$ cat src/rtl/irqc_pkg.sv
package irqc_pkg;
  typedef enum logic [1:0] {
    A_EN0  = 2'd0,
    A_EN1  = 2'd1,
    A_FLG0 = 2'd2,
    A_FLG1 = 2'd3
  } irqc_addr_e;

  localparam int NUM_BANKS = 2;
  localparam int B1_TMR    = 0;
  localparam int B1_PCNT   = 1;
  localparam int B1_SPI    = 2;
  localparam int B1_CMP    = 3;
endpackage

$ cat src/rtl/irqc_flag_bank.sv
module irqc_flag_bank #(
  parameter int W = 4
) (
  input  logic         clk,
  input  logic         rst,
  input  logic [W-1:0] evt,
  input  logic         clr_we,
  input  logic [W-1:0] clr_data,
  output logic [W-1:0] flags
);
  genvar i;
  generate
    for (i = 0; i < W; i++) begin : g_bit
      logic clr_bit;
      assign clr_bit = clr_we && !clr_data[i];

      always_ff @(posedge clk) begin
        if (rst)            flags[i] <= 1'b0;
        else if (evt[i])    flags[i] <= 1'b1;
        else if (clr_bit)   flags[i] <= 1'b0;
      end

      // an event always sets the flag
      p_evt_sets_r2: assert property (@(posedge clk) disable iff (rst)
        evt[i] |=> flags[i]);
      // a write of 0 without an event clears
      p_clear_r4: assert property (@(posedge clk) disable iff (rst)
        (clr_we && !clr_data[i] && !evt[i]) |=> !flags[i]);
      // no event and no clearing write leaves the bit alone
      p_hold_r6: assert property (@(posedge clk) disable iff (rst)
        (!evt[i] && !(clr_we && !clr_data[i])) |=> $stable(flags[i]));
    end
  endgenerate
endmodule

$ cat src/rtl/irqc_cmp_edge.sv
module irqc_cmp_edge (
  input  logic clk,
  input  logic rst,
  input  logic lvl,
  output logic rise
);
  logic prev_q;

  // Reset to 1: a level already high at reset is not a crossing.
  always_ff @(posedge clk) begin
    if (rst) prev_q <= 1'b1;
    else     prev_q <= lvl;
  end

  assign rise = lvl && !prev_q;

  // a crossing is reported only while the level is high and only once
  p_rise_single_r9: assert property (@(posedge clk) disable iff (rst)
    rise |=> !rise);
  p_rise_level_r9: assert property (@(posedge clk) disable iff (rst)
    rise |-> lvl);
endmodule

$ cat src/rtl/irqc_req_merge.sv
module irqc_req_merge #(
  parameter int N = 8
) (
  input  logic         clk,
  input  logic         rst,
  input  logic [N-1:0] flags,
  input  logic [N-1:0] enables,
  output logic         req
);
  logic [N-1:0] hits;
  assign hits = flags & enables;

  always_ff @(posedge clk) begin
    if (rst) req <= 1'b0;
    else     req <= |hits;
  end

  // request follows pending enabled flags with one cycle of latency
  p_req_follow_r10: assert property (@(posedge clk) disable iff (rst)
    ($countones(flags & enables) != 0) |=> req);
  p_req_quiet_r10: assert property (@(posedge clk) disable iff (rst)
    ((flags & enables) == '0) |=> !req);
endmodule

$ cat src/rtl/irq_flag_ctrl.sv
module irq_flag_ctrl #(
  parameter int DATA_W     = 4,
  parameter int PC_CH      = 4,
  parameter int PC_TRIG_CH = 1
) (
  input  logic              clk,
  input  logic              rst,
  input  logic              wr_en,
  input  logic [1:0]        wr_addr,
  input  logic [DATA_W-1:0] wr_data,
  input  logic [1:0]        rd_addr,
  output logic [DATA_W-1:0] rd_data,
  input  logic [DATA_W-1:0] bt_evt,
  input  logic              tmr_ovf,
  input  logic [PC_CH-1:0]  pcnt_ovf,
  input  logic              spi_done,
  input  logic              cmp_above,
  output logic              irq_req
);
  import irqc_pkg::*;

  localparam int NB     = NUM_BANKS;
  localparam int TOTAL  = NB * DATA_W;

  logic [DATA_W-1:0] en_q     [NB];
  logic [DATA_W-1:0] flag_q   [NB];
  logic [DATA_W-1:0] bank_evt [NB];
  logic [NB-1:0]     clr_we;
  logic              cmp_rise;
  logic [TOTAL-1:0]  flag_flat;
  logic [TOTAL-1:0]  en_flat;

  irqc_cmp_edge u_cmp (
    .clk  (clk),
    .rst  (rst),
    .lvl  (cmp_above),
    .rise (cmp_rise)
  );

  always_comb begin
    bank_evt[0]          = bt_evt;
    bank_evt[1]          = '0;
    bank_evt[1][B1_TMR]  = tmr_ovf;
    bank_evt[1][B1_PCNT] = pcnt_ovf[PC_TRIG_CH];
    bank_evt[1][B1_SPI]  = spi_done;
    bank_evt[1][B1_CMP]  = cmp_rise;
  end

  assign clr_we[0] = wr_en && (wr_addr == A_FLG0);
  assign clr_we[1] = wr_en && (wr_addr == A_FLG1);

  genvar b;
  generate
    for (b = 0; b < NB; b++) begin : g_bank
      irqc_flag_bank #(.W(DATA_W)) u_bank (
        .clk      (clk),
        .rst      (rst),
        .evt      (bank_evt[b]),
        .clr_we   (clr_we[b]),
        .clr_data (wr_data),
        .flags    (flag_q[b])
      );
      assign flag_flat[b*DATA_W +: DATA_W] = flag_q[b];
      assign en_flat[b*DATA_W +: DATA_W]   = en_q[b];
    end
  endgenerate

  always_ff @(posedge clk) begin
    if (rst) begin
      en_q[0] <= '0;
      en_q[1] <= '0;
    end else if (wr_en) begin
      if (wr_addr == A_EN0) en_q[0] <= wr_data;
      if (wr_addr == A_EN1) en_q[1] <= wr_data;
    end
  end

  always_ff @(posedge clk) begin
    if (rst) rd_data <= '0;
    else begin
      case (irqc_addr_e'(rd_addr))
        A_EN0:   rd_data <= en_q[0];
        A_EN1:   rd_data <= en_q[1];
        A_FLG0:  rd_data <= flag_q[0];
        default: rd_data <= flag_q[1];
      endcase
    end
  end

  irqc_req_merge #(.N(TOTAL)) u_req (
    .clk     (clk),
    .rst     (rst),
    .flags   (flag_flat),
    .enables (en_flat),
    .req     (irq_req)
  );

  // reset clears the visible outputs
  p_reset_r1: assert property (@(posedge clk)
    rst |=> (irq_req == 1'b0 && rd_data == '0));
  // non-trigger pulse channels never set the pulse flag
  p_pcnt_ignore_r8: assert property (@(posedge clk) disable iff (rst)
    (!pcnt_ovf[PC_TRIG_CH] && !flag_q[1][B1_PCNT]) |=> !flag_q[1][B1_PCNT]);
  // a disabled event still sets its flag
  p_en_no_mask_r7: assert property (@(posedge clk) disable iff (rst)
    (tmr_ovf && !en_q[1][B1_TMR]) |=> flag_q[1][B1_TMR]);
endmodule

$ cat config.mk
export PLATFORM = sky130hd
export DESIGN_NAME = irq_flag_ctrl
export DESIGN_NICKNAME = d
export VERILOG_FILES = /design/src/rtl/irqc_pkg.sv /design/src/rtl/irqc_flag_bank.sv /design/src/rtl/irqc_cmp_edge.sv /design/src/rtl/irqc_req_merge.sv /design/src/rtl/irq_flag_ctrl.sv
export SDC_FILE = /design/constraint.sdc
export NUM_CORES = 1
export LEC_CHECK = 0
export BUFFER_PORTS_ARGS = -buffer_cell sky130_fd_sc_hd__buf_2
export CAP_MARGIN = 20
export CORE_ASPECT_RATIO = 1.75
export CORE_MARGIN = 8
export CORE_UTILIZATION = 35
export CTS_BUF_LIST = sky130_fd_sc_hd__clkbuf_4
export CTS_CLUSTER_DIAMETER = 200
export CTS_CLUSTER_SIZE = 16
export DETAILED_ROUTE_END_ITERATION = 6
export PLACE_DENSITY_LB_ADDON = 0.1
export RECOVER_POWER = 50
export SETUP_SLACK_MARGIN = 0.02
export SLEW_MARGIN = 20
export SYNTH_ARGS = -nofsm -noshare
export SYNTH_HDL_FRONTEND = slang
export SYNTH_SLANG_ARGS = --single-unit
$ cat constraint.sdc
create_clock -name clk -period 2.2 [get_ports clk]
set_input_delay 0.44 -clock clk [delete_from_list [all_inputs] [get_ports clk]]
set_output_delay 0.44 -clock clk [all_outputs]
set_load 0.01 [all_outputs]
==> results of run 1 <==
[worst max-delay path: cells and delay by family]
family	cells	cell delay (ns)
buffers and inverters	1	0.55
AND/OR/NAND/NOR	2	0.43
[cell usage after synthesis]
| cell type | instances |
|---|---|
| mux4_1 | 2 |
| nand3b_1 | 1 |
| o21ai_0 | 8 |
| edfxtp_1 | 8 |
| or2_2 | 1 |
| nand3_1 | 1 |
| inv_1 | 8 |
| mux4_2 | 2 |
| a41oi_1 | 1 |
| nor2b_1 | 4 |
| a21oi_1 | 8 |
| o21bai_1 | 2 |
| a22oi_1 | 4 |
| clkbuf_1 | 1 |
| nand2b_1 | 2 |
| dfxtp_1 | 14 |
| nor2_1 | 1 |
| and2_1 | 4 |
[registers in the layout (all words and copies together) (netlist names)]
signal / cells
en_q: 8
u_cmp.prev_q: 1
g_bank.u_bank.flags: 8
u_req.req: 1
rd_data: 4
[routing by layer]
| layer | track usage | share of wire |
|---|---|---|
| met2 | 0.155 | 0.55 |
| met1 | 0.0916 | 0.38 |
| met4 | 0.0533 | 0.010 |
| met5 | 0 | 0 |
| met3 | 0.0217 | 0.055 |
[per-stage QoR]
stage,cell area [sq um],util,std cells
after detailed placement,1010,0.417,120
after CTS,1040,0.426,123
after global placement,1010,0.417,120
after global routing,1030,0.425,123
after floorplan,871,-,72
final,1030,0.425,123
[area by class of cell]
type,instances,area (sq um)
clock buffers,3,22.5
fillers,249,1400
inverters,8,30.0
multi-input cells,41,317
flip-flops and latches,22,520
well taps,26,32.5
repair buffers,23,113
[worst max path at each step]
stage	cells after the start	startpoint	end
3_3_place_gp	3	wr_addr[1]	en_q[0][1]
5_1_grt	3	rst	en_q[0][6]
3_5_place_dp	3	wr_addr[1]	en_q[0][1]
2_1_floorplan	2	rst	en_q[0][0]
4_1_cts	1	rd_data[0]	rd_data[0]
6_report	3	rst	en_q[0][5]
[report_power, final]
group | leakage [uW] | switching [uW] | internal [uW]
Combinational | 0.000228 | 40.5 | 46.8
Clock | 0.0000138 | 117 | 63.8
Sequential | 0.000196 | 15.4 | 454
Total | 0.000438 | 172 | 564
[cell families after synthesis]
logic type / synth area share
and+or+nand+nor: 0.0977
buffers and inverters: 0.0388
DFF: 0.598
muxes: 0.112
AOI/OAI and AO/OA: 0.154
==> out/results.ini, run 1 <==
[outcome]
outcome = complete, no violations

[worst_setup_path]
cpPeakStageDelay_ns = 0.55
crit_chain = clkbuf_1, nor2_1, and2_0
end_kind = flip-flop
required_ns = 2.26
arrival_ns = 1.42
criticalPathCategory = in -> reg
reg2reg_depth = 2
slowest_stage = clkbuf_1
regToRegEndpoint = rd_data[2]
worstPathMaxFanout = 17
r2r_start = en_q[0][6]
cp-start-kind = primary input
r2r_slack_ns = 1.04

[floorplan]
initial_core_util = 0.358
die_x_microns = 53.7
die_area_sq_mm = 0.00440
pin_count = 27
placementRows = 24
die_h_microns = 82.0
core_area_sq_mm = 0.00243

[logic_synthesis]
syn_nets = 94
netlist_area_sq_um = 871
syn_inst = 72
ys_ff_latch = 22
ys_seq_area_frac = 0.598
synth_top_area_cell = dfxtp_1
synth_top_area_share = 0.322
avgSynthCellArea_sq_um = 12.1
yosys_warnings = 0
synth_cell_types = 18
synthTopCellsByArea = dfxtp_1, edfxtp_1, mux4_1

[clock_network]
post_cts.repair.setup_buffers = 0
path_clk_slew_ns = 0.12
clock_latency_ns = 0.30
hold_buffers = 0
cts.sinks = 22
clk_path_buf_depth = 2
htreeDepth = 1
cts-root-buf = clkbuf_4
cts_made_buffers = 3
cts_resized = 0
cts_tree = done

[detailed_routing]
ant_nets = 0
vias = 636
vias_per_cell = 5.17
drc_errors = 0
drtIter0Drc = 14
post_drt_wl_per_cell_microns = 15.2
drt-pass1-iter-count = 3
routed_wl_microns = 1880

[job]
cap_violations = 0

[placement]
place_hpwl_microns = 1500
gp_congestion = 0.650
pre_cts_ws_ns = 0.753
portBuffers = 23

[hold_path]
hold_path.startpoint = cmp_above
hold_end = u_cmp.prev_q
hold_path_class = in -> reg
min_path_cells = 2

[finish]
nNetsFinal = 121
syn_to_final_growth_pct = 18.8
drive_gt1_frac = 0.278
layout_common_cells = buf_2, dfxtp_1
layout_commonest_cell = buf_2
antenna_cells = 0

[timing]
min_period_ns = 1.36
hold_violations = 0
rsz0062_at_grt = no
max_freq_mhz = 734
period_share = 0.619
skew_ns = 0.000730
max_slew.worst_pin.slew_ns = 0.740
max_slew_margin = 0.507
fin_tns_setup_ns = 0
fin_ws_ns = 0.837
whs_ns = 0.334
report.final.slew_viol_count = 0
setup-violations-final = 0

[global_route]
grt_pass1_vias = 654
grt_pass1_wl_microns = 2890
grt_max_degree = 18
antenna_found_initial = 0
overflow = 0
track_usage = 0.0893

[pwr]
power_density_mw_per_mm2 = 712
total_power_uw = 737
peakVddDrop_mv = 0.352
p_leak_uw = 0.000438

No activity file was read; power rests on OpenSTA's default activity.
==> inputs of run 2 (changes only) <==
Clock period 2.2 ns to 1.1 ns, I/O delays scaled along.
==> out/results.ini, run 2 (synthesized netlist as in run 1, its figures left out) <==
[clock_network]
hold_buffers = 0  ; unchanged
clk_path_buf_depth = 2  ; unchanged
clock_latency_ns = 0.30  ; about the same
path_clk_slew_ns = 0.11  ; about the same
cts.sinks = 22  ; unchanged
cts-root-buf = clkbuf_4
cts_tree = done
htreeDepth = 1  ; unchanged
cts_made_buffers = 3  ; unchanged

[floorplan]
placementRows = 24  ; unchanged
die_x_microns = 53.7  ; unchanged
die_h_microns = 82.0  ; unchanged
pin_count = 27  ; unchanged
core_area_sq_mm = 0.00243  ; unchanged
initial_core_util = 0.358  ; unchanged
die_area_sq_mm = 0.00440  ; unchanged

[detailed_routing]
vias = 661  ; +3.9%
ant_nets = 0  ; unchanged
drtIter0Drc = 11  ; -3
post_drt_wl_per_cell_microns = 14.1  ; -7.6%
drt-pass1-iter-count = 4  ; +1
vias_per_cell = 4.79  ; -7.4%
drc_errors = 0  ; unchanged
routed_wl_microns = 1940  ; +3.7%

[finish]
drive_gt1_frac = 0.375  ; +0.0966
layout_common_cells = buf_2, dfxtp_1, buf_4
top_regs = en_q: 8 flops, g_bank.u_bank.flags: 8 flops, rd_data: 4 flops
nFillCells = 242  ; -2.8%
syn_to_final_growth_pct = 29.9
nNetsFinal = 136  ; +12%
final_cells = 138  ; +12%
antenna_cells = 0  ; unchanged
layout_commonest_cell = buf_2
register_area_sq_um = 520  ; unchanged
multiInputGateArea_sq_um = 314  ; -0.79%
final_cell_area_sq_mm = 0.00113  ; +9.3%

[placement]
post_dp_cell_area_sq_mm = 0.00109  ; +7.4%
dp_cells = 130  ; +8.3%
portBuffers = 23  ; unchanged
gp_congestion = 0.682  ; +4.9%
place_hpwl_microns = 1560  ; +3.9%

[timing]
period_share = 1.01
fin_ws_ns = -0.00576  ; -0.843 ns
min_period_ns = 1.11
report.final.slew_viol_count = 0  ; unchanged
fin_tns_setup_ns = -0.00676  ; -0.00676 ns
whs_ns = 0.106  ; -0.228 ns
hold_violations = 0  ; unchanged
skew_ns = 0.00505  ; +0.00432 ns
setup-violations-final = 2  ; +2
max_slew_margin = 0.811  ; +0.305
rsz0062_at_grt = yes
max_freq_mhz = 904
max_slew.worst_pin.slew_ns = 0.282  ; -0.458 ns

[global_route]
overflow = 0  ; unchanged
grt_max_degree = 12  ; -6
antenna_found_initial = 0  ; unchanged
track_usage = 0.0954  ; +0.00605
grt_pass1_wl_microns = 3020  ; +4.3%
grt_pass1_vias = 701  ; +7.2%

[pwr]
p_leak_uw = 0.000493  ; +13%
peakVddDrop_mv = 0.638  ; +81%
power_density_mw_per_mm2 = 1340  ; +89%

[worst_setup_path]
cp-start-kind = flip-flop
required_ns = 1.31  ; -0.95 ns
arrival_ns = 1.31  ; -0.11 ns
slowest_stage = mux4_2
path_delay_family = multiplexers
crit_chain = mux4_2, nor2b_1
end_kind = flip-flop
cpPeakStageDelay_ns = 0.46  ; -0.09 ns
criticalPathCategory = reg -> reg
worstPathMaxFanout = 2  ; -15
r2r_start = en_q[0][1]
critPathBufInv = 0  ; -1
startpoint = en_q[0][1]

[hold_path]
hold_path_class = in -> reg
hold_path.startpoint = cmp_above

[outcome]
violations = setup timing
outcome = finished, violations left

[job]
cap_violations = 0  ; unchanged

==> run 2: path summary, 6_finish.rpt <==
kind                          endpoint  slack (ns)  cells past startpoint
max                         rd_data[1]      -0.006                      2
min                       u_cmp.prev_q        0.11                      2
max reg2reg                 rd_data[1]      -0.006                      2
min reg2reg  g_bank[1].u_bank.flags[3]        0.49                      2
==> run 2: stage by stage <==
stage               setup WS, ns  utilization  power [uW]
finish                  -0.00576        0.465        1520
global route             -0.0366        0.465        1590
CTS                     -0.00882        0.466        1550
detailed placement       -0.0867        0.448        1170
global placement         -0.0665        0.448        1170
floorplan                 0.0243            -        1050
==> run 2: worst reg2reg max path, delay by kind of cell, from the launching register on <==
family           cells  cell delay [ns]
flip-flops           1             0.41
multiplexers         1             0.46
AND/OR/NAND/NOR      1             0.14
==> run 2: report_power, final <==
part | total (uW) | switching, uW | leakage [uW] | internal [uW]
sequential | 935 | 28.4 | 0.000196 | 907
clock | 355 | 227 | 0.0000138 | 128
combinational | 231 | 96.3 | 0.000284 | 134
==> run 2: what timing repair did <==
action,CTS,global route
buffers inserted,3,2
endpoints found under the setup margin,4,5
pin swaps,1,0
resized for setup,3,0
==> run 2: cell type report <==
type                            instances  area share
Sequential cell                        22       0.460
Clock buffer                            3      0.0199
Multi-Input combinational cell         41       0.278
Inverter                                8      0.0265
Tap cell                               26      0.0288
Timing Repair Buffer                   38       0.187
==> run 2: per-layer routing <==
layer / track usage / vias to the layer above / part of all wire
li1: - / 344 / -
met3: 0.0199 / 4 / 0.050
met4: 0.0609 / 0 / 0.021
met2: 0.167 / 17 / 0.53
met1: 0.0970 / 296 / 0.39
met5: 0 / - / 0
